## src/rtl/mw_alu_pkg.sv

```systemverilog
package mw_alu_pkg;

  typedef enum logic [1:0] {
    FN_AND  = 2'b00,
    FN_OR   = 2'b01,
    FN_NOTB = 2'b10,
    FN_SUM  = 2'b11
  } alu_fn_e;

  // Bit 7 first; fn holds {F0,F1}
  typedef struct packed {
    logic    sll8;
    logic    sra1;
    alu_fn_e fn;
    logic    ena;
    logic    enb;
    logic    inva;
    logic    inc;
  } mw_ctl_t;

  localparam int unsigned CTL_W = $bits(mw_ctl_t);

endpackage

```

## src/rtl/alu_opnd_gate.sv

```systemverilog
module alu_opnd_gate #(
  parameter int unsigned W = 32
) (
  input  logic [W-1:0] a_in,
  input  logic [W-1:0] b_in,
  input  logic         ena,
  input  logic         enb,
  input  logic         inva,
  output logic [W-1:0] a_gated,
  output logic [W-1:0] b_gated
);

  // per-bit gating cells: enable AND, then optional XOR invert on A
  for (genvar i = 0; i < W; i++) begin : g_bit
    assign a_gated[i] = (a_in[i] & ena) ^ inva;
    assign b_gated[i] = b_in[i] & enb;
  end

endmodule

```

## src/rtl/alu_func_core.sv

```systemverilog
module alu_func_core
  import mw_alu_pkg::*;
#(
  parameter int unsigned W = 32
) (
  input  logic [W-1:0] a_g,
  input  logic [W-1:0] b_g,
  input  alu_fn_e      fn,
  input  logic         cin,
  output logic [W-1:0] f_out
);

  logic [W-1:0] sum_v;

  assign sum_v = a_g + b_g + {{(W-1){1'b0}}, cin};

  always_comb begin
    unique case (fn)
      FN_AND:  f_out = a_g & b_g;
      FN_OR:   f_out = a_g | b_g;
      FN_NOTB: f_out = ~b_g;
      default: f_out = sum_v;
    endcase
  end

  // OR with a zero left operand passes the right operand
  always_comb begin
    if (fn == FN_OR && a_g == '0)
      assert_or_pass_R4: assert (f_out == b_g)
        else $error("OR with zero A did not pass B");
  end

endmodule

```

## src/rtl/alu_out_shift.sv

```systemverilog
module alu_out_shift #(
  parameter int unsigned W   = 32,
  parameter int unsigned SHL = 8
) (
  input  logic [W-1:0] d_in,
  input  logic         shl_en,
  input  logic         sra_en,
  output logic [W-1:0] d_out
);

  logic [W-1:0] shl_v;
  logic [W-1:0] sra_v;

  generate
    if (SHL < W) begin : g_shl
      assign shl_v = {d_in[W-1-SHL:0], {SHL{1'b0}}};
    end else begin : g_shl_all
      assign shl_v = '0;
    end
  endgenerate

  assign sra_v = {d_in[W-1], d_in[W-1:1]};

  always_comb begin
    if (shl_en)      d_out = shl_v;
    else if (sra_en) d_out = sra_v;
    else             d_out = d_in;
  end

endmodule

```

## src/rtl/mw_alu_shift.sv

```systemverilog
module mw_alu_shift
  import mw_alu_pkg::*;
#(
  parameter int unsigned W   = 32,
  parameter int unsigned SHL = 8
) (
  input  logic [7:0]   ctl,
  input  logic [W-1:0] opnd_a,
  input  logic [W-1:0] opnd_b,
  output logic [W-1:0] result,
  output logic         flag_neg,
  output logic         flag_zero
);

  mw_ctl_t      c;
  logic [W-1:0] a_g;
  logic [W-1:0] b_g;
  logic [W-1:0] f_raw;

  assign c = mw_ctl_t'(ctl[CTL_W-1:0]);

  alu_opnd_gate #(.W(W)) u_gate (
    .a_in   (opnd_a),
    .b_in   (opnd_b),
    .ena    (c.ena),
    .enb    (c.enb),
    .inva   (c.inva),
    .a_gated(a_g),
    .b_gated(b_g)
  );

  alu_func_core #(.W(W)) u_core (
    .a_g  (a_g),
    .b_g  (b_g),
    .fn   (c.fn),
    .cin  (c.inc),
    .f_out(f_raw)
  );

  alu_out_shift #(.W(W), .SHL(SHL)) u_shift (
    .d_in  (f_raw),
    .shl_en(c.sll8),
    .sra_en(c.sra1),
    .d_out (result)
  );

  assign flag_neg  = f_raw[W-1];
  assign flag_zero = (f_raw == '0);

  always_comb begin
    assert_shift_excl_R11: assert (!(ctl[7] && ctl[6]))
      else $error("both shift bits set");
    if (ctl[7])
      assert_sll_fill_R6: assert (result[SHL-1:0] == '0)
        else $error("left shift low byte not zero");
    if (ctl[6] && !ctl[7])
      assert_sra_sign_R7: assert (result[W-1] == flag_neg)
        else $error("right shift lost sign");
    if (!ctl[7] && !ctl[6])
      assert_flags_unshifted_R9: assert (result[W-1] == flag_neg && (flag_zero == (result == '0)))
        else $error("flags disagree with unshifted result");
    if (ctl[5:0] == 6'b110010)
      assert_neg_one_R3: assert (flag_neg && !flag_zero && &f_raw)
        else $error("disabled inverted A is not -1");
  end

endmodule

```

## config.mk

```make
export PLATFORM = sky130hd
export DESIGN_NAME = mw_alu_shift
export DESIGN_NICKNAME = d
export VERILOG_FILES = /design/src/rtl/mw_alu_pkg.sv /design/src/rtl/alu_opnd_gate.sv /design/src/rtl/alu_func_core.sv /design/src/rtl/alu_out_shift.sv /design/src/rtl/mw_alu_shift.sv
export SDC_FILE = /design/constraint.sdc
export NUM_CORES = 1
export LEC_CHECK = 0
export ABC_AREA = 0
export CAP_MARGIN = 20
export CORE_ASPECT_RATIO = 1.2
export CORE_UTILIZATION = 35
export DETAILED_ROUTE_END_ITERATION = 7
export GPL_ROUTABILITY_DRIVEN = 1
export GPL_TIMING_DRIVEN = 0
export SLEW_MARGIN = 20
export SYNTH_ARGS = -nofsm -noshare
export SYNTH_HDL_FRONTEND = slang
export SYNTH_SLANG_ARGS = --single-unit
export TNS_END_PERCENT = 10
```

## constraint.sdc

```tcl
create_clock -name vclk -period 8
set_clock_uncertainty 0.2 [all_clocks]
set_input_delay 1.6 -clock vclk [all_inputs]
set_output_delay 1.6 -clock vclk [all_outputs]
set_load 0.01 [all_outputs]
```

* Yosys cells after proc, flatten, opt, wreduce, memory -nomap -nowiden
Cells that the tools add are included.
** Word-level totals
- Bits in registers :: 0
- Bits of input ports :: 72
- Output and inout port bits :: 34
- Logic and storage cells :: 108
** Operators by class
- Add/subtract/negate cells :: 2
- Reduce and logical (&&, ||, !) cells :: 2
- Mux-type cells :: 3
- Equal/unequal tests :: 2
- Bitwise gates (word level) :: 99
** Operators by type and width (count)
- one-hot mux 32 bit (3 select lines) :: 1
- bitwise AND 1 bit :: 64
- adder 32 x 1 -> 32 bit :: 1
- adder 32 bit :: 1
- bitwise AND 32 bit :: 1
- logical NOT 32 bit :: 1
- two-way mux 32 bit :: 1
- inverter 32 bit :: 1
- OR 32 bit :: 1
- bitwise XOR 1 bit :: 32
- two-way mux 31 bit :: 1
- == test 2 x 1 -> 1 bit (second input constant) :: 1
- == test 2 bit (second input constant) :: 1
- logical NOT 2 bit :: 1

* Logic depth before layout (Yosys ltp)
Gate-level depths: netlist of run 1.
- Word-level depth :: 7
- Gate-level depth with buffers :: 17
- Gate-level depth less buffers :: 16

* Cells and area by module
Synthesis of run 1 repeated with hierarchy kept, for this count alone.
** Unflattened totals
- Cells, all modules :: 678
- Area, all modules :: 4596.9 µm²
** Modules (own cells, without submodules)
- alu_func_core :: area an instance 3185.6 µm², cells an instance 465, times used 1
- alu_opnd_gate :: area an instance 684.4 µm², cells an instance 106, times used 1
- alu_out_shift :: area an instance 654.4 µm², cells an instance 96, times used 1
- mw_alu_shift :: area an instance 72.6 µm², cells an instance 11, times used 1

* Least setup slack after synthesis of run 1
Ideal clock, no wire load.
- Path kind :: input to output
- From :: in ctl[1]
- To :: out flag_zero
- Buffers on the path :: 2
- Slack :: 1.035 ns
- Stages on the path :: 14
- Data arrival time :: 5.165 ns
- Cells stage by stage :: clkbuf_1 > buf_1 > xnor2_1 > fa_1 > a21o_2 > a311oi_2 > nor2_2 > xor2_1 > mux4_2 > nor4b_2 > nand4_1 > nor4_1 > nand4_1 > nor2_1
** On the way
- Cells in the longest elaborated chain, start to end :: 5
** RTL lines
- from (decl) :: RTL line mw_alu_shift.sv:7 : input logic [7:0] ctl,
- bitwise XOR 1 bit :: RTL line alu_opnd_gate.sv:15 : assign a_gated[i] = (a_in[i] & ena) ^ inva;
- adder 32 bit :: RTL line alu_func_core.sv:15 : assign sum_v = a_g + b_g + {{(W-1){1'b0}}, cin};
- adder 32 x 1 -> 32 bit :: RTL line alu_func_core.sv:15
- one-hot mux 32 bit (3 select lines) (*) :: RTL line alu_func_core.sv:18 : unique case (fn)
- logical NOT 32 bit (*) :: RTL line mw_alu_shift.sv:48 : assign flag_zero = (f_raw == '0);
- to (decl) :: RTL line mw_alu_shift.sv:12 : output logic flag_zero
Every way passes the cells marked *; elsewhere a longest branch is shown, timed or not.

* Final worst setup path of run 1
- From :: in ctl[2]
- To :: out result[25]
** On the way
- Cells in the longest elaborated chain, start to end :: 6
** RTL lines
- bitwise AND 1 bit :: RTL line alu_opnd_gate.sv:16 : assign b_gated[i] = b_in[i] & enb;
- adder 32 bit :: RTL line alu_func_core.sv:15
- adder 32 x 1 -> 32 bit :: RTL line alu_func_core.sv:15
- one-hot mux 32 bit (3 select lines) (*) :: RTL line alu_func_core.sv:18
- two-way mux 31 bit :: RTL line alu_out_shift.sv:26 : else if (sra_en) d_out = sra_v;
- two-way mux 32 bit (*) :: RTL line alu_out_shift.sv:25 : if (shl_en) d_out = shl_v;
- to (decl) :: RTL line mw_alu_shift.sv:10 : output logic [W-1:0] result,
Marks and branches as above.

==> results of run 1 <==
==> worst min-delay path: cells and delay by family <==
family / cells / cell delay, ns
AND/OR/NAND/NOR: 3 / 0.25
AO/OA/AOI/OAI: 1 / 0.11
buffers and inverters: 2 / 0.56
==> where the power goes <==
part | leakage [nW] | internal, mW | switching, mW
sequential | 0 | 0 | 0
clock | 0 | 0 | 0
combinational | 2.75 | 0.248 | 0.316
==> worst paths after layout <==
path,start,endpoint,cells past startpoint
max,ctl[2],result[25],16
min,opnd_b[26],flag_zero,6
==> metal layers <==
metal | wire [µm] | part of all wire [%] | up-vias
li1 | - | - | 2701
met1 | 8230 | 44 | 2590
met2 | 9440 | 51 | 135
met3 | 597 | 3.2 | 25
met4 | 411 | 2.2 | 0
met5 | 0 | 0 | -
==> placed cells by master, fill, tap and decap left out, types with 4 or more instances in the layout <==
cell type        instances
o21ai_0                 37
o22ai_1                  5
mux2_2                   6
clkbuf_8                 6
nor2_1                  77
xor2_1                  15
clkbuf_4                 4
nand4_1                 12
and2_1                  11
clkbuf_1                24
a211oi_1                31
a221oi_2                 7
ha_1                    62
xnor2_1                 41
mux4_2                   4
nand2_1                 98
o21a_1                   8
a21o_1                   5
nand2b_1                 6
clkdlybuf4s50_1        101
a221oi_1                 4
buf_4                    8
o211ai_1                 4
nor3_1                   6
mux2i_1                 14
inv_1                   78
nand3_1                  7
a21oi_1                 61
==> logic make-up (layout without fill, tap and decap cells) <==
logic type	count (synthesis)	after routing	synth area share (%)
multiplexers	25	25	7.01
AND/OR/NAND/NOR	240	240	23.4
adder cells (fa/ha/maj)	66	66	18.2
AO/OA/AOI/OAI	203	203	28.8
XOR/XNOR	57	57	10.8
buffers and inverters	128	232	11.8
==> repair_timing <==
action	CTS	global route
resized for setup	39	19
pin swaps	5	3
hold buffers	0	0
endpoints found under the setup margin	25	11
buffers inserted	4	4
==> final cells by class <==
class,instances,area share (%)
Inverter,79,4.83
Timing Repair Buffer,111,17.7
Buffer,42,4.40
Tap cell,164,3.34
Multi-Input combinational cell,591,69.7
==> metrics by stage <==
step                      TNS (ns)  worst slack, ns  utilization (%)
after floorplan                  0             1.03                -
after global routing             0           0.0294             48.1
after CTS                        0           0.0168             47.2
final                            0            0.206             48.1
after detailed placement     -9.58           -0.852             45.9
after global placement       -9.47           -0.829             45.9
==> flow_summary.json, run 1 <==
{
  "dp.cells": 986,
  "gr-total-overflow": 0,
  "ir_worst_vdd_uv": 34.0,
  "critPathMaxStageDelay_ns": 0.62,
  "syn_to_final_growth_pct": 32.8,
  "start_util_pct": 36.2,
  "critical_path_arrival_ns": 5.99,
  "critical_path_class": "in -> out",
  "synth_top_area_share_pct": 17.3,
  "flops_and_latches": 0,
  "ant_nets": 0,
  "status": "complete, no violations",
  "cp_max_fo": 10,
  "dpl.hpwl_mm": 15.0,
  "antennaDiodeCount": 0,
  "ios": 106,
  "maxSlewHeadroom_pct": 24.0,
  "startpoint_type": "input pin",
  "rsz0062_at_grt": "false",
  "total_power_mw": 0.565,
  "dieArea_mm2": 0.0137,
  "num_vias": 5451,
  "powerDensity_mw_per_mm2": 91.9,
  "end_kind": "output port",
  "die_w_um": 107,
  "syn_inst": 719,
  "top_usage_layer": "met2",
  "finalSetupViolCount": 0,
  "ff_latch_area_um2": 0,
  "period_share_pct": 97.4,
  "port_buffers": 103,
  "hold_slack_ns": 3.93,
  "met2_usage_pct": 50.3,
  "layout_min_cycle_time_ns": 7.79,
  "grt_pass1_vias": 5402,
  "grt_pass1_wl_mm": 28.8,
  "routed_wl_mm": 18.7,
  "fillerInstances": 1337,
  "drt-wirelength-per-cell_um": 18.9,
  "fp-row-count": 45,
  "max_freq_mhz": 128,
  "seq_area_frac_synth_pct": 0,
  "syn_nets": 857,
  "drc": 0,
  "synth_warnings": 0,
  "synth_area_leaders": "ha_1 (17%), nand2_1 (8.0%), xnor2_1 (8.0%)",
  "via_per_inst": 5.52,
  "worstPathCellList": "clkdlybuf4s50_1 -> buf_6 -> clkbuf_4 -> nand2_1 -> inv_1 -> ha_1 -> a21oi_1 -> a21boi_1 -> or2_2 -> and4_1 -> o21ai_1 -> xnor2_1 -> a221oi_1 -> mux2_2 -> o21ai_0 -> clkdlybuf4s50_1",
  "slowest_stage": "a221oi_1",
  "first_pass_iters": 5,
  "hold_viol": 0,
  "ys_types": 68,
  "stdcell_area_mm2": 0.00614,
  "fp.dieH_um": 128,
  "dpl_cell_area_mm2": 0.00586,
  "ys_top_cells_by_count": "nand2_1 (98), inv_1 (78), nor2_1 (77), ha_1 (64), a21oi_1 (62)",
  "leakagePower_nw": 2.75,
  "path_buf_inv": 5,
  "nNetsFinal": 963,
  "synth_area_mm2": 0.00462,
  "grt_max_degree": 11,
  "worst_slew_pin_slew_ns": 1.14,
  "clkbuf_count": 0,
  "grtUsageTotal_pct": 26.9,
  "critical_path.top_delay_family": "buffers and inverters",
  "drive_above_1_share_pct": 9.11,
  "met1_usage_pct": 33.3,
  "globalplace.congestion": 0.929,
  "crit_top_cell": "clkdlybuf4s50_1",
  "yosysMostFrequentCell": "nand2_1",
  "cap_viol_max_count": 0,
  "synth_top_area_cell": "ha_1",
  "coreArea_mm2": 0.0128,
  "stdcell_count": 987,
  "syn_avg_cell_area_um2": 6.43,
  "antenna_found_initial": 0,
  "hp-class": "in -> out",
  "use_met3_pct": 1.47,
  "drv_slew": 0,
  "critPathRequiredTime_ns": 6.20,
  "multi_input_area_mm2": 0.00428,
  "drt_iter0_drc": 357
}
Power figures use the tool's default switching activity.
==> run 2: changes to the inputs <==
clock period = 7.7 ns   (was 8 ns; I/O delays follow)
==> flow_summary.json, run 2 (same netlist as run 1, synthesis figures left out) <==
{
  "max_freq_mhz": 133,
  "startpoint_type": "input pin",
  "critical_path_class": "in -> out",
  "gr-total-overflow": 0,
  "antennaDiodeCount": 0,
  "ir_worst_vdd_uv": 32.6,
  "setup_slack_ns": 0.174,
  "worst_slew_pin_slew_ns": 1.10,
  "critical_path_arrival_ns": 5.79,
  "routed_wl_mm": 18.7,
  "start_util_pct": 36.2,
  "coreArea_mm2": 0.0128,
  "drt-wirelength-per-cell_um": 18.9,
  "port_buffers": 103,
  "stdcell_area_mm2": 0.00613,
  "met1_length_mm": 7.83,
  "drt_iter0_drc": 296,
  "leakagePower_nw": 2.78,
  "ff_latch_area_um2": 0,
  "antenna_found_initial": 0,
  "powerDensity_mw_per_mm2": 95.3,
  "end_kind": "output port",
  "dpl.hpwl_mm": 15.0,
  "num_vias": 5452,
  "worstPathCellList": "clkbuf_1 -> clkdlybuf4s15_2 -> xnor2_1 -> inv_1 -> ha_1 -> a21oi_1 -> nand2_1 -> o211ai_1 -> and4_1 -> o21ai_1 -> a311oi_2 -> mux2i_1 -> a2111oi_4 -> inv_1 -> nor2_1 -> a21oi_1 -> clkdlybuf4s50_1",
  "grt_pass1_vias": 5389,
  "flops_and_latches": 0,
  "dr_wl_met2_mm": 9.49,
  "clkbuf_count": 0,
  "hold_viol": 0,
  "wl_met3_um": 915,
  "first_pass_iters": 4,
  "critPathMaxStageDelay_ns": 0.57,
  "hold_slack_ns": 3.68,
  "dpl_cell_area_mm2": 0.00586,
  "total_power_mw": 0.585,
  "grt_max_degree": 11,
  "rsz0062_at_grt": "true",
  "dp.cells": 986,
  "final_cell_mix": "nand2_1 (98), clkdlybuf4s50_1 (98), inv_1 (78)",
  "place_ws_ns": -1.03,
  "maxSlewHeadroom_pct": 26.8,
  "worst_hold_path.num_cells": 5,
  "ios": 106,
  "syn_to_final_growth_pct": 32.6,
  "hp-class": "in -> out",
  "cap_viol_max_count": 0,
  "layout_min_cycle_time_ns": 7.53,
  "ant_nets": 0,
  "finalSetupViolCount": 0,
  "via_per_inst": 5.52,
  "grt_pass1_wl_mm": 28.9,
  "post-route-util_pct": 48.0,
  "cp_max_fo": 10,
  "grtUsageTotal_pct": 27.0,
  "drc": 0,
  "period_share_pct": 97.7,
  "drive_above_1_share_pct": 9.11,
  "drv_slew": 0,
  "top_layer_used": "met4",
  "setup_tns_ns": 0,
  "nNetsFinal": 963,
  "status": "complete, no violations",
  "globalplace.congestion": 0.929,
  "critPathRequiredTime_ns": 5.96,
  "dieArea_mm2": 0.0137,
  "fp.dieH_um": 128,
  "slowest_stage": "clkdlybuf4s50_1",
  "die_w_um": 107,
  "stdcell_count": 987,
  "fp-row-count": 45
}
==> run 2: cell type report <==
type / count / area (µm²)
buffer: 44 / 268
inverter: 79 / 297
fill: 1341 / 6650
multi-input combinational: 591 / 4280
timing repair buffer: 109 / 1080
tap: 164 / 205
==> run 2: repair_timing <==
item / 4_1_cts / 5_1_grt
pin swaps: 5 / 4
gates resized for setup: 47 / 19
buffers inserted: 4 / 2
cloned: 0 / 0
hold buffers: 0 / 0
setup endpoints to repair: 27 / 15
==> run 2: worst max-delay path: cells and delay by family <==
family,cells,cell delay (ns)
mux,1,0.33
compound gates,6,1.39
fa+ha+maj,1,0.37
xor+xnor,1,0.19
simple gates,3,0.48
buf+inv,5,1.48
==> run 2: worst paths after layout <==
path               start    endpoint  slack, ns
setup / recovery  ctl[1]  result[31]       0.17
hold / removal    ctl[7]  result[14]       3.68
==> run 2: layer usage <==
metal | GRT usage (%) | vias to the layer above
met5 | 0 | -
met4 | 5.32 | 0
met3 | 1.27 | 26
met2 | 51.2 | 165
met1 | 33.4 | 2563
li1 | - | 2698
==> run 2: where the power goes <==
group | switching, mW | internal, mW
Sequential | 0 | 0
Clock | 0 | 0
Combinational | 0.329 | 0.256
